### src/rtl/ddr_wr_pkg.sv
package ddr_wr_pkg;
  localparam int CMD_ADDR_W = 31;

  typedef enum logic [1:0] {
    ST_IDLE = 2'd0,
    ST_DATA = 2'd1,
    ST_CMD  = 2'd2
  } seq_state_e;
endpackage

### src/rtl/ddr_addr_pack.sv
module ddr_addr_pack #(
  parameter int BANK_W = 2,
  parameter int ROW_W  = 13,
  parameter int COL_W  = 10,
  parameter int BL     = 4
) (
  input  logic [BANK_W-1:0]                  bank,
  input  logic [ROW_W-1:0]                   row,
  input  logic [COL_W-1:0]                   col,
  output logic [ddr_wr_pkg::CMD_ADDR_W-1:0]  addr,
  output logic                               aligned
);
  localparam int USED  = BANK_W + ROW_W + COL_W;
  localparam int ALIGN = $clog2(BL);

  // column lowest, row above, bank on top; rest forced to zero
  always_comb begin
    addr = '0;
    addr[USED-1:0] = {bank, row, col};
  end

  assign aligned = (col[ALIGN-1:0] == '0);
endmodule

### src/rtl/ddr_mask_gen.sv
module ddr_mask_gen #(
  parameter int N       = 8,
  parameter bit MASK_EN = 1'b1
) (
  input  logic [N-1:0] be,
  output logic [N-1:0] mask
);
  generate
    if (MASK_EN) begin : g_inv
      assign mask = ~be;
    end else begin : g_off
      logic unused_be;
      assign unused_be = ^be;
      assign mask = '0;
    end
  endgenerate
endmodule

### src/rtl/ddr_beat_seq.sv
module ddr_beat_seq #(
  parameter int WDW   = 32,
  parameter int BYTES = 4,
  parameter int BEATS = 2
) (
  input  logic                              clk,
  input  logic                              rst,
  input  logic                              req_valid,
  output logic                              req_ready,
  input  logic                              aligned,
  input  logic [BEATS*WDW-1:0]              in_data,
  input  logic [BEATS*BYTES-1:0]            in_mask,
  input  logic [ddr_wr_pkg::CMD_ADDR_W-1:0] in_addr,
  output logic                              req_err,
  input  logic                              wd_afull,
  output logic                              wd_valid,
  output logic [WDW-1:0]                    wd_data,
  output logic [BYTES-1:0]                  wd_mask,
  input  logic                              cmd_full,
  output logic                              cmd_valid,
  output logic [ddr_wr_pkg::CMD_ADDR_W-1:0] cmd_addr
);
  import ddr_wr_pkg::*;

  localparam int IDX_W = (BEATS > 1) ? $clog2(BEATS) : 1;
  localparam logic [IDX_W-1:0] LAST = IDX_W'(BEATS - 1);

  seq_state_e state;
  logic [IDX_W-1:0]          idx;
  logic [BEATS*WDW-1:0]      data_buf;
  logic [BEATS*BYTES-1:0]    mask_buf;
  logic [CMD_ADDR_W-1:0]     addr_buf;
  logic                      take;

  assign req_ready = (state == ST_IDLE);
  assign take      = req_valid && req_ready && aligned;

  // burst holding registers: no reset, plain load enable
  always_ff @(posedge clk) begin
    if (take) begin
      data_buf <= in_data;
      mask_buf <= in_mask;
      addr_buf <= in_addr;
    end
  end

  always_ff @(posedge clk) begin
    if (rst) begin
      state     <= ST_IDLE;
      idx       <= '0;
      req_err   <= 1'b0;
      wd_valid  <= 1'b0;
      wd_data   <= '0;
      wd_mask   <= '0;
      cmd_valid <= 1'b0;
      cmd_addr  <= '0;
    end else begin
      req_err   <= 1'b0;
      wd_valid  <= 1'b0;
      cmd_valid <= 1'b0;
      case (state)
        ST_IDLE: begin
          if (req_valid) begin
            if (aligned) begin
              idx   <= '0;
              state <= ST_DATA;
            end else begin
              req_err <= 1'b1;
            end
          end
        end
        ST_DATA: begin
          if (!wd_afull) begin
            wd_valid <= 1'b1;
            wd_data  <= data_buf[int'(idx)*WDW +: WDW];
            wd_mask  <= mask_buf[int'(idx)*BYTES +: BYTES];
            idx      <= idx + 1'b1;
            if (idx == LAST) state <= ST_CMD;
          end
        end
        ST_CMD: begin
          if (!cmd_full) begin
            cmd_valid <= 1'b1;
            cmd_addr  <= addr_buf;
            state     <= ST_IDLE;
          end
        end
        default: state <= ST_IDLE;
      endcase
    end
  end
endmodule

### src/rtl/ddr_wr_adapter.sv
module ddr_wr_adapter #(
  parameter int BANK_W  = 2,
  parameter int ROW_W   = 13,
  parameter int COL_W   = 10,
  parameter int DQ_W    = 16,
  parameter int BL      = 4,
  parameter bit MASK_EN = 1'b1
) (
  input  logic                      clk,
  input  logic                      rst,
  input  logic                      req_valid,
  output logic                      req_ready,
  input  logic [BANK_W-1:0]         req_bank,
  input  logic [ROW_W-1:0]          req_row,
  input  logic [COL_W-1:0]          req_col,
  input  logic [BL*DQ_W-1:0]        req_data,
  input  logic [BL*DQ_W/8-1:0]      req_be,
  output logic                      req_err,
  output logic                      cmd_valid,
  output logic [30:0]               cmd_addr,
  input  logic                      cmd_full,
  output logic                      wd_valid,
  output logic [2*DQ_W-1:0]         wd_data,
  output logic [2*DQ_W/8-1:0]       wd_mask,
  input  logic                      wd_afull
);
  import ddr_wr_pkg::*;

  localparam int WDW   = 2 * DQ_W;
  localparam int BYTES = WDW / 8;
  localparam int BEATS = BL / 2;

  generate
    if (BANK_W + ROW_W + COL_W > CMD_ADDR_W) begin : g_bad_width
      $error("bank+row+column widths exceed the command word");
    end
    if (BL != 4 && BL != 8) begin : g_bad_bl
      $error("burst length must be 4 or 8");
    end
  endgenerate

  logic [CMD_ADDR_W-1:0]  packed_addr;
  logic                   aligned;
  logic [BEATS*BYTES-1:0] mask_all;

  ddr_addr_pack #(
    .BANK_W (BANK_W), .ROW_W (ROW_W), .COL_W (COL_W), .BL (BL)
  ) u_pack (
    .bank    (req_bank),
    .row     (req_row),
    .col     (req_col),
    .addr    (packed_addr),
    .aligned (aligned)
  );

  ddr_mask_gen #(
    .N (BEATS*BYTES), .MASK_EN (MASK_EN)
  ) u_mask (
    .be   (req_be),
    .mask (mask_all)
  );

  ddr_beat_seq #(
    .WDW (WDW), .BYTES (BYTES), .BEATS (BEATS)
  ) u_seq (
    .clk       (clk),
    .rst       (rst),
    .req_valid (req_valid),
    .req_ready (req_ready),
    .aligned   (aligned),
    .in_data   (req_data),
    .in_mask   (mask_all),
    .in_addr   (packed_addr),
    .req_err   (req_err),
    .wd_afull  (wd_afull),
    .wd_valid  (wd_valid),
    .wd_data   (wd_data),
    .wd_mask   (wd_mask),
    .cmd_full  (cmd_full),
    .cmd_valid (cmd_valid),
    .cmd_addr  (cmd_addr)
  );
endmodule

### config.mk
export PLATFORM = sky130hd
export DESIGN_NAME = ddr_wr_adapter
export DESIGN_NICKNAME = d
export VERILOG_FILES = /design/src/rtl/ddr_wr_pkg.sv /design/src/rtl/ddr_addr_pack.sv /design/src/rtl/ddr_mask_gen.sv /design/src/rtl/ddr_beat_seq.sv /design/src/rtl/ddr_wr_adapter.sv
export SDC_FILE = /design/constraint.sdc
export NUM_CORES = 1
export LEC_CHECK = 0
export BUFFER_PORTS_ARGS = -buffer_cell sky130_fd_sc_hd__buf_4
export CORE_MARGIN = 10
export CORE_UTILIZATION = 40
export CTS_BUF_LIST = sky130_fd_sc_hd__clkbuf_4 sky130_fd_sc_hd__clkbuf_8 sky130_fd_sc_hd__clkbuf_16
export DETAILED_ROUTE_END_ITERATION = 16
export GPL_ROUTABILITY_DRIVEN = 0
export HOLD_SLACK_MARGIN = 0.02
export SKIP_CTS_REPAIR_TIMING = 1
export SLEW_MARGIN = 0
export SYNTH_ARGS = -nofsm -noshare
export SYNTH_HDL_FRONTEND = slang
export SYNTH_SLANG_ARGS = --single-unit
### constraint.sdc
create_clock -name clk -period 3.8 [get_ports clk]
set_clock_uncertainty 0.15 [all_clocks]
set_input_delay 0.57 -clock clk [delete_from_list [all_inputs] [get_ports clk]]
set_output_delay 0.57 -clock clk [all_outputs]
set_load 0.005 [all_outputs]
# Word-level counts from Yosys, hierarchy flattened
# Cells that the tools add are included.
[totals] register_bits=164 input_bits=102 output_inout_bits=71 wordCells=53
[classes] n_addsub=1 eq_ne=7 shift=2 mux=13 n_bitwise=7 reduce_logical=12
[ops] cell="$shiftx A64 B7 Y32" count=1
[ops] cell="$mux W2" count=5
[ops] cell="$ne A2 B2 Y1 const B" count=4
[ops] cell="$not A8 Y8" count=1
[ops] cell="$shiftx A8 B4 Y4" count=1
[ops] cell="$mux W1" count=6
[ops] cell="$not A1 Y1" count=6
[ops] cell="$pmux W2 S3" count=1
[ops] cell="$reduce_and A5 Y1" count=1
[ops] cell="$logic_not A2 Y1" count=2
[ops] cell="$reduce_and A2 Y1" count=2
[ops] cell="$reduce_and A4 Y1" count=1
[ops] cell="$reduce_or A2 Y1" count=2
[ops] cell="$reduce_or A3 Y1" count=1
[ops] cell="$eq A2 B1 Y1 const B" count=1
[ops] cell="$eq A2 B2 Y1 const B" count=1
[ops] cell="$logic_and A1 B1 Y1" count=2
[ops] cell="$ne A2 B1 Y1 const B" count=1
[ops] cell="$pmux W1 S2" count=1
[ops] cell="$reduce_bool A2 Y1" count=1
[ops] cell="$add A1 B1 Y1 const B" count=1

# Depth between registers and ports, before layout
[depth] ltp_word=4 mapped_depth=6 depth_no_buf=3

# By module
# A second synthesis with hierarchy kept.
[unflattened] hier_cells=464 area_unflattened_um2=6233.5
[modules_own_cells] module="ddr_beat_seq" instances=1 cells_per_inst=423 area_each_um2=5963.2 seq_area_each_um2=4554.4
[modules_own_cells] module="ddr_addr_pack" instances=1 cells_per_inst=33 area_each_um2=240.2 seq_area_each_um2=0.0
[modules_own_cells] module="ddr_mask_gen" instances=1 cells_per_inst=8 area_each_um2=30.0 seq_area_each_um2=0.0

# Least setup slack after synthesis
# OpenSTA, ideal clock, no wires.
[synth_timing] kind="input port to flip-flop" start="input port req_col[1]" end="register u_seq.addr_buf[0], enable pin" setup_time_ns=0.450 arrival_ns=2.728 required_ns=3.200 path_slack_ns=0.471 path_stages=3 path_buffers=0 cell_sequence="nor2_1 nand3_1 inv_1"
[synth_between] elab_chain_cells=2
[synth_rtl] element="start: declaration" line_no="ddr_wr_adapter.sv:15" text="input logic [COL_W-1:0] req_col,"
[synth_rtl] element="$logic_not A2 Y1" line_no="ddr_addr_pack.sv:22" text="assign aligned = (col[ALIGN-1:0] == '0);"
[synth_rtl] element="$logic_and A1 B1 Y1" line_no="ddr_beat_seq.sv:36" text="assign take = req_valid && req_ready && aligned;"
[synth_rtl] element="via u_seq.take" line_no="ddr_beat_seq.sv:33" text="logic take;"
[synth_rtl] element="end signal: assignment" line_no="ddr_beat_seq.sv:43" text="addr_buf <= in_addr;"
[synth_rtl] element="end: declaration" line_no="ddr_beat_seq.sv:32" text="logic [CMD_ADDR_W-1:0] addr_buf;"
# The timed path passes the listed nets, and every way through them passes these cells.
# A chain may end at the register's enable or synchronous reset.

# Worst setup path in the final report
[layout_timing] start="register u_seq.state[0]" end="register u_seq.wd_data[15]"
[layout_between] elab_chain_cells=2
[layout_rtl] element="start: declaration" line_no="ddr_beat_seq.sv:28" text="seq_state_e state;"
[layout_rtl] element="start signal: assignment" line_no="ddr_beat_seq.sv:49" text="state <= ST_IDLE;"
[layout_rtl] element="start signal: assignment" line_no="ddr_beat_seq.sv:66" text="state <= ST_DATA;"
[layout_rtl] element="start signal: assignment" line_no="ddr_beat_seq.sv:78" text="if (idx == LAST) state <= ST_CMD;"
[layout_rtl] element="$eq A2 B1 Y1" line_no="ddr_beat_seq.sv:61" text="case (state)"
[layout_rtl] element="$reduce_and A2 Y1 (no line)"
[layout_rtl] element="end signal: assignment" line_no="ddr_beat_seq.sv:75" text="wd_data <= data_buf[int'(idx)*WDW +: WDW];"
[layout_rtl] element="end: declaration" line_no="ddr_beat_seq.sv:17" text="output logic [WDW-1:0] wd_data,"
# No other way between the ends.

==> impl_metrics.toml <==
[route]
route.detailed.wl_per_inst_um = 16.58
via_density_per_instance = 4.713
route.final.wire_length_um = 12650
postRouteAntennaNets = 0
drc_errors = 0
drt_pass1_iterations = 4
dr_total_vias = 3596
dr.first_iter.drc_count = 165

[clocking]
clock_tree_from_tritoncts = "yes"
cts_h_tree_depth = 4
cts_root_buffer = "sky130_fd_sc_hd__clkbuf_16"
cts.path.max_buffers = 2
path_clk_slew_ns = 0.06
clk_latency_ns = 0.41
cts-buffers-inserted = 17
clock_sink_count = 164

[worst_setup_path]
critical_path.reg2reg.startpoint = "u_seq.state[0]"
slowest_stage = "sky130_fd_sc_hd__nor3b_4"
crit_family = "simple AND/OR/NAND/NOR gates"
path_buf_inv = 1
setup.worst_path.end_class = "flop"
critPathKind = "reg -> reg"
critical_path_cell_count = 4
critical_path_required_ns = 3.97
crit_path_start_kind = "flop"
critical_path.cell_chain = "nor3b_4 -> buf_12 -> nor2_1 -> a211oi_1"
cp_slowest_stage_delay_ns = 0.65
worstRegToRegCells = 4
crit_arrival_ns = 2.24
startpoint = "u_seq.state[0]"
critPathMaxFanout = 60

[global_routing]
grt_pass1_wl_um = 19580
globalRoute.totalOverflow = 0
grt_antenna_before_repair = 0
maximum_number_of_pins_on_one_net_before_global_route_repair = 69
via_count_of_the_first_global_routing_pass = 3781
grt.total_usage = 0.1264

[timing]
maxClockFrequency_ghz = 0.4830
worst_pin_slew_ns = 0.9484
final_report_hold_violation_count = 0
hold_ws_ns = 0.1801
setup-tns-final_ns = 0
setup_failing_eps_final = 0
final.period_utilization = 0.5448
final.setup.worst_slack_ns = 1.730
layout_min_cycle_time_ns = 2.070
rsz0062_at_grt = "false"
relSlewSlack = 0.3671
finalMaxSlewViolations = 0

[synth]
syn_area_per_cell_sq_um = 14.13
synth_sequential_area_ratio = 0.7378
cell_count_after_synthesis = 408
synth_cell_type_count = 25
mappedNetlistArea_sq_mm = 0.005766
dominantRegCellSynth = "sky130_fd_sc_hd__edfxtp_1"
yosysWarningCount = 0
synthArstFlopShare = 0
synth_enable_flop_cells = 97
synth.ff_latch_count = 164

[finish]
nets = 672
post_route_cells_drive_above_1_share = 0.3722
antenna-diode-count = 0
syn2layout_area_growth_pct = 33.96
mostFrequentLayoutCells = "169 x sky130_fd_sc_hd__buf_4, 97 x sky130_fd_sc_hd__edfxtp_1, 66 x sky130_fd_sc_hd__dfxtp_1"
layout_commonest_cell = "sky130_fd_sc_hd__buf_4"

[pwr]
power.share.switching = 0.1931
p_seq_frac = 0.502
power.static_leakage_nw = 2.879
power_per_cell_area_mw_per_mm2 = 504.5
power_report.internal_total_w = 0.003144
power_frac_clock = 0.445
p_sw_w = 0.0007527
ir_worst_vdd_mv = 0.2713
pwr-share-comb = 0.052

[hold_path]
hold_path_depth = 1
holdCritStartpoint = "req_data[8]"
hold_path.class = "in -> reg"

[place]
place.port_buffers = 166
pre_cts_slack_ns = 1.621
dp_hpwl_um = 8842

[die]
fp.dieArea_sq_mm = 0.01962
design.core.area_sq_mm = 0.01399
num_rows = 43
fp.dieW_um = 140.1
io_pins = 173
overall_die_height_um = 140.1
initial_utilization = 0.4122

[flow_run]
drv_cap = 0

[status]
status = "finished clean"
[state kept, by name, summed over array words and instances (netlist names), 2 cells and up]
name	count
u_seq.addr_buf	25
u_seq.cmd_addr	25
u_seq.wd_data	32
u_seq.data_buf	64
u_seq.wd_mask	4
u_seq.state	2
u_seq.mask_buf	8
[cell type report]
class	instances	area (sq um)
tap	180	225.2
clock buffer	24	526.8
timing repair buffer	170	1289
sequential	164	4255
fill	1173	6265
inverter	9	35.03
multi-input combinational	208	1299
clock inverter	8	93.84
[per-stage QoR]
step	utilization	total power (W)	instances	area, sq um
final	0.5521	0.003897	763	7724
after global routing	0.5521	0.004040	763	7724
after CTS	0.5521	0.003944	763	7724
after detailed placement	0.5078	0.002202	731	7103
after global placement	0.5078	0.002197	731	7103
after floorplan	-	0.002076	413	5784
[synthesized netlist by cell type, types with 4 or more instances]
master                     count  area share
sky130_fd_sc_hd__nand2_1      51       0.033
sky130_fd_sc_hd__clkbuf_1      5      0.0033
sky130_fd_sc_hd__dfxtp_1      67        0.23
sky130_fd_sc_hd__a21oi_1      27       0.023
sky130_fd_sc_hd__a211oi_2     12       0.026
sky130_fd_sc_hd__buf_6         4      0.0078
sky130_fd_sc_hd__buf_2        10      0.0087
sky130_fd_sc_hd__a211oi_1     24       0.031
sky130_fd_sc_hd__nor2_1       40       0.026
sky130_fd_sc_hd__buf_4        11       0.014
sky130_fd_sc_hd__edfxtp_1     97        0.51
sky130_fd_sc_hd__mux2i_1      36       0.063
sky130_fd_sc_hd__inv_1         9      0.0059
[cell families (layout without fill, tap and decap cells)]
| family | Yosys count | count (layout) | share of synthesized area |
|---|---|---|---|
| compound gates | 65 | 65 | 0.08377 |
| buf+inv | 41 | 211 | 0.04123 |
| flops | 164 | 164 | 0.7378 |
| mux | 36 | 36 | 0.06250 |
| other cells | 1 | 6 | 0.0006504 |
| simple gates | 101 | 101 | 0.07400 |
[worst reg2reg max path, delay by kind of cell, from the launching register on]
family,cells,cell delay (ns)
buffers and inverters,1,0.35
flip-flops,1,0.49
AO/OA/AOI/OAI,1,0.24
AND/OR/NAND/NOR,2,0.74
[routing by layer]
metal / GRT usage / part of all wire
met1: 0.1521 / 0.44
met2: 0.1903 / 0.45
met3: 0.06356 / 0.095
met4: 0.04674 / 0.011
met5: 0 / 0
[final timing paths]
kind                        end  slack, ns
max reg2reg   u_seq.wd_data[15]       1.73
min           u_seq.data_buf[8]       0.18
max           u_seq.wd_data[15]       1.73
min reg2reg  u_seq.cmd_addr[10]       0.30
[power by group through the flow]
stage,sequential (W),clock (W),combinational (W)
6_report,0.00196,0.00174,0.000204
5_1_grt,0.00196,0.00185,0.000225
4_1_cts,0.00196,0.00178,0.000208
3_5_place_dp,0.00199,0,0.000208
3_3_place_gp,0.00199,0,0.000202
2_1_floorplan,0.00199,0,0.0000869
No activity file was read; power rests on OpenSTA's default activity.
